===== src/rtl/swap_pkg.sv =====
package swap_pkg;
  typedef enum logic [1:0] {
    OP_HBSWAP = 2'b00,
    OP_WREV   = 2'b01,
    OP_HSWAP  = 2'b10,
    OP_RSVD   = 2'b11
  } swap_op_e;

  typedef struct packed {
    logic z;
    logic s;
    logic cy;
    logic ov;
  } swap_flags_t;
endpackage


===== src/rtl/swap_datapath.sv =====
module swap_datapath #(
  parameter int DATA_W = 32
) (
  input  logic [DATA_W-1:0] data_i,
  input  logic [1:0]        op_i,
  output logic [DATA_W-1:0] result_o
);
  import swap_pkg::*;
  localparam int BYTES  = DATA_W / 8;
  localparam int HALF_W = DATA_W / 2;
  localparam int HWORDS = DATA_W / 16;

  logic [DATA_W-1:0] hb_swap, w_rev, h_swap;

  // byte swap inside every 16-bit lane
  for (genvar h = 0; h < HWORDS; h++) begin : g_hb
    assign hb_swap[16*h +: 8]     = data_i[16*h + 8 +: 8];
    assign hb_swap[16*h + 8 +: 8] = data_i[16*h +: 8];
  end

  // full byte order reversal
  for (genvar b = 0; b < BYTES; b++) begin : g_rev
    assign w_rev[8*b +: 8] = data_i[8*(BYTES-1-b) +: 8];
  end

  assign h_swap = {data_i[HALF_W-1:0], data_i[DATA_W-1:HALF_W]};

  always_comb begin
    unique case (swap_op_e'(op_i))
      OP_HBSWAP: result_o = hb_swap;
      OP_WREV:   result_o = w_rev;
      OP_HSWAP:  result_o = h_swap;
      default:   result_o = data_i;
    endcase
  end
endmodule


===== src/rtl/swap_flag_gen.sv =====
module swap_flag_gen #(
  parameter int DATA_W = 32
) (
  input  logic [1:0]            op_i,
  input  logic [DATA_W-1:0]     result_i,
  input  swap_pkg::swap_flags_t prev_i,
  output swap_pkg::swap_flags_t next_o
);
  import swap_pkg::*;
  localparam int BYTES  = DATA_W / 8;
  localparam int HALF_W = DATA_W / 2;

  logic [BYTES-1:0] byte_zero;
  logic             lo_half_zero, hi_half_zero;
  logic             cy;

  for (genvar b = 0; b < BYTES; b++) begin : g_bz
    assign byte_zero[b] = (result_i[8*b +: 8] == 8'h00);
  end

  assign lo_half_zero = (result_i[HALF_W-1:0] == '0);
  assign hi_half_zero = (result_i[DATA_W-1:HALF_W] == '0);

  always_comb begin
    unique case (swap_op_e'(op_i))
      OP_HBSWAP: cy = byte_zero[0] | byte_zero[1];
      OP_WREV:   cy = |byte_zero;
      OP_HSWAP:  cy = lo_half_zero | hi_half_zero;
      default:   cy = prev_i.cy;
    endcase
  end

  always_comb begin
    if (swap_op_e'(op_i) == OP_RSVD) begin
      next_o = prev_i;
    end else begin
      next_o.z  = (result_i == '0);
      next_o.s  = result_i[DATA_W-1];
      next_o.cy = cy;
      next_o.ov = 1'b0;
    end
  end
endmodule


===== src/rtl/swap_out_reg.sv =====
module swap_out_reg #(
  parameter int DATA_W = 32
) (
  input  logic                  clk_i,
  input  logic                  rst_ni,
  input  logic                  valid_i,
  input  logic [DATA_W-1:0]     result_i,
  input  swap_pkg::swap_flags_t flags_i,
  output logic                  valid_o,
  output logic [DATA_W-1:0]     result_o,
  output swap_pkg::swap_flags_t flags_o
);
  always_ff @(posedge clk_i or negedge rst_ni) begin
    if (!rst_ni) begin
      valid_o  <= 1'b0;
      result_o <= '0;
      flags_o  <= '0;
    end else begin
      valid_o <= valid_i;
      if (valid_i) begin
        result_o <= result_i;
        flags_o  <= flags_i;
      end
    end
  end
endmodule


===== src/rtl/swap_unit.sv =====
module swap_unit #(
  parameter int DATA_W = 32
) (
  input  logic              clk_i,
  input  logic              rst_ni,
  input  logic              valid_i,
  input  logic [1:0]        op_i,
  input  logic [DATA_W-1:0] data_i,
  output logic              valid_o,
  output logic [DATA_W-1:0] result_o,
  output logic              flag_z_o,
  output logic              flag_s_o,
  output logic              flag_cy_o,
  output logic              flag_ov_o
);
  import swap_pkg::*;

  logic [DATA_W-1:0] comb_result;
  swap_flags_t       next_flags, cur_flags;

  swap_datapath #(.DATA_W(DATA_W)) u_dp (
    .data_i  (data_i),
    .op_i    (op_i),
    .result_o(comb_result)
  );

  swap_flag_gen #(.DATA_W(DATA_W)) u_flags (
    .op_i    (op_i),
    .result_i(comb_result),
    .prev_i  (cur_flags),
    .next_o  (next_flags)
  );

  swap_out_reg #(.DATA_W(DATA_W)) u_reg (
    .clk_i   (clk_i),
    .rst_ni  (rst_ni),
    .valid_i (valid_i),
    .result_i(comb_result),
    .flags_i (next_flags),
    .valid_o (valid_o),
    .result_o(result_o),
    .flags_o (cur_flags)
  );

  assign flag_z_o  = cur_flags.z;
  assign flag_s_o  = cur_flags.s;
  assign flag_cy_o = cur_flags.cy;
  assign flag_ov_o = cur_flags.ov;
endmodule


===== config.mk =====
export PLATFORM = sky130hd
export DESIGN_NAME = swap_unit
export DESIGN_NICKNAME = d
export VERILOG_FILES = /design/src/rtl/swap_pkg.sv /design/src/rtl/swap_datapath.sv /design/src/rtl/swap_flag_gen.sv /design/src/rtl/swap_out_reg.sv /design/src/rtl/swap_unit.sv
export SDC_FILE = /design/constraint.sdc
export NUM_CORES = 1
export LEC_CHECK = 0
export BUFFER_PORTS_ARGS = -buffer_cell sky130_fd_sc_hd__buf_2
export CORE_MARGIN = 2
export CORE_UTILIZATION = 55
export DETAILED_ROUTE_END_ITERATION = 8
export PLACE_DENSITY = 0.84
export SLEW_MARGIN = 25
export SYNTH_ARGS = -nofsm -noshare
export SYNTH_HDL_FRONTEND = slang
export SYNTH_HIERARCHICAL = 1
export SYNTH_SLANG_ARGS = --single-unit
export TNS_END_PERCENT = 5

===== constraint.sdc =====
create_clock -name clk_i -period 1.8 [get_ports clk_i]
set_input_delay 0.27 -clock clk_i [delete_from_list [all_inputs] [get_ports clk_i]]
set_output_delay 0.27 -clock clk_i [all_outputs]
set_load 0.1 [all_outputs]

==> metrics.md <==
| Metric | Value |
|---|---|
| Run status | `finished, violations left` |
| Failing checks | `hold timing, setup timing` |
| Power per Cell Area | `980 nW/um2` |
| Total CTS buffers | `5` |
| Post-detailed-route count of antenna-violating nets | `0` |
| Reg-to-reg slack, setup | `0.74 ns` |
| Delay-heaviest family, CP | `simple AND/OR/NAND/NOR gates` |
| #FFs+latches synth | `37` |
| Initial core utilization | `57.4%` |
| Worst R2R Start | `u_reg/flags_o[3]` |
| Vias in the first global route | `1865` |
| Mean area per synthesized cell | `17.7 um2` |
| Lkg Pwr | `0.00158 uW` |
| Core Area | `4350 um2` |
| CP Class | `primary input to flop` |
| Via count | `approximately 1900` |
| Fin worst setup slack | `-0.259 ns` |
| RSZ-0062 raised after global routing | `true` |
| Starting DRT DRC Count | `157` |
| Synth Instances | `141` |
| Worst setup SP type | `primary input` |
| Post-Syn Area | `2500 um2` |
| Die area | `a little over 5000 um2` |
| WP data arrival | `around 2.3 ns` |
| GRT Total Usage | `25.7%` |
| # DRC | `0` |
| CTS tree | `yes` |
| Power Total | `3280 uW` |
| CP max stage delay | `0.54 ns` |
| Die Ht | `71.4 um` |
| TritonRoute pass-1 iters | `4` |
| Routed vias/inst | `6.02` |
| IO Port Bufs | `73` |
| Highest Clock Rate | `486 MHz` |
| Mapped Nets | `about 180` |
| Final Setup Violations | `2` |
| Dpl hpwl | `4480 um` |
| Share of layout cells above drive strength 1 | `around 80%` |
| Max clock buf depth | `2` |
| Simple-Gate Fraction of Synth Area | `4.66%` |
| CP max stage cell | `mux4_2` |
| Global route overflow | `0` |
| Worst-Skew Late Latency | `0.30 ns` |
| Die width | `71.4 um` |
| Most common library cell in the layout ignoring fill and taps | `buf_2` |
| Drt total wl | `6170 um` |
| Clk root buf | `clkbuf_8` |
| Hold Crit Class | `primary input to async pin` |
| Routed len/inst | `19.8 um` |
| Filler Cell Count | `256` |
| Max-cap viol count | `0` |
| H-tree level count | `2` |
| Clock Sink Count | `37` |
| Hold WS | `-0.00314 ns` |
| CP Max Fanout | `17` |
| Crit. End Element | `flop` |
| Ports | `74` |
| Worst slew pin tran | `roughly 0.49 ns` |
| Synth Warn # | `6` |
| Antenna cells | `0` |
| Most frequent cells in the layout | `71 x buf_2, 45 x buf_4, 37 x dfrtp_1, 30 x mux4_2, 30 x mux2_4` |
| Synth Area in Compound Gates | `0.351%` |
| # rows | `24` |
| R2r endpoint | `u_reg/flags_o[3]` |
| Synth unique cells | `17` |
| Critical-path cell list | `buf_16 > buf_4 > mux4_2 > or4_4 > nor2_4 > nand2_1 > and4b_1 > nor3_2 > mux2_2` |
| Initial antenna violation count | `0` |
| Reg2Reg Depth | `2` |
| Setup TNS after final layout | `-0.397 ns` |
| Maximum VDD drop | `0.596 mV` |
| Max-slew violation count | `0` |
| Layout area overhead | `34.0%` |
| Multiplexer share of the synthesized area | `51.1%` |
| GP Congestion | `0.876` |
| Worst path bufs/invs | `2` |
| Largest net degree at the start of global routing | `38` |
| Fin crit share | `114%` |
| Final Hold Viols | `2` |
| Combinational family with the most area after synthesis | `multiplexers` |
| WP data required | `a little over 2 ns` |
| Worst slew margin | `67.7%` |
| Final clock skew | `0 ns` |
| Xor and xnor area share after synthesis | `0%` |
| # nets final | `295` |
| Worst-path clk slew | `0.08 ns` |
| Tmin final | `2.06 ns` |
| First-pass GRT wire length | `9900 um` |
| Post-synthesis adder-cell area fraction | `0%` |
| Sequential element share of the synthesized area | `37.1%` |
## how the worst max path moves through the flow
stage / startpoint / end / slack [ns] / depth (start not counted)
2_1_floorplan: op_i[1] / u_reg/flags_o[1] / -0.44 / 9
3_3_place_gp: op_i[0] / u_reg/flags_o[1] / -0.71 / 8
3_5_place_dp: op_i[1] / u_reg/flags_o[1] / -0.88 / 9
4_1_cts: op_i[1] / u_reg/flags_o[1] / -0.18 / 8
5_1_grt: op_i[1] / u_reg/flags_o[1] / -0.31 / 9
6_report: op_i[1] / u_reg/flags_o[1] / -0.26 / 9
## metrics by stage
stage | cells | hold slack (ns) | worst slack [ns] | cell area (um2) | util (%)
after global placement | 296 | 0.336 | -0.713 | 3100 | 71.1
after floorplan | 141 | -0.0256 | -0.444 | 2500 | -
after global routing | 311 | 0.0436 | -0.305 | 3350 | 76.9
after detailed placement | 296 | 0.345 | -0.877 | 3100 | 71.1
after CTS | 310 | 0.0226 | -0.176 | 3310 | 76.0
final | 311 | -0.00314 | -0.259 | 3350 | 76.9
## state kept, by name (all words and copies together) (netlist names)
signal,cells
u_reg/result_o,32
u_reg/flags_o,4
u_reg/valid_o,1
## Yosys cell counts, drive strengths merged
cell type   n  share of area, %
buf        12               6.9
and3        1              0.25
dfrtp      37                37
nor3        1              0.20
mux4       32                29
a2111oi     1              0.35
mux2       38                22
nor2        4              0.60
and4b       1              0.40
nor4        4               1.0
nand4       1              0.25
nand2       5              0.75
or4         4               1.2
## timing repair
| action | CTS | global route |
|---|---|---|
| pin swaps | 3 | 1 |
| setup endpoints to repair | 3 | 2 |
| cloned | 0 | 0 |
| hold buffers | 0 | 0 |
| gates resized for setup | 22 | 7 |
| setup buffers | 6 | 1 |
## kinds of logic (layout without fill, tap and decap cells)
logic type / after synthesis / count (layout)
muxes: 70 / 70
DFF: 37 / 37
and+or+nand+nor: 21 / 21
buffers and inverters: 12 / 130
AOI/OAI and AO/OA: 1 / 1
## routing by layer
metal,GRT usage [%],vias to the layer above,wire (um)
met5,0,-,0
met4,10.5,0,170
met3,4.92,16,403
met2,40.1,97,3090
met1,35.8,945,2500
li1,-,813,-
## area by class of cell
class / count / area, um2 / share of cell area (%)
well taps: 52 / 65.1 / 1.94
clock inverters: 3 / 17.5 / 0.523
multi-input cells: 92 / 1460 / 43.5
clock buffers: 5 / 68.8 / 2.06
flip-flops and latches: 37 / 926 / 27.7
repair buffers: 122 / 815 / 24.3
## worst reg2reg max path: stages (launching register included)
cell	delay (ns)
dfrtp_1	0.41
mux2_2	0.28
mux2_2	0.26
## where the power goes
group / internal [uW] / switching (uW) / total [uW]
registers: 948 / 67.8 / 1020
logic: 504 / 1170 / 1680
clock network: 267 / 322 / 589
total: 1720 / 1560 / 3280
No activity file was read; power rests on OpenSTA's default activity.
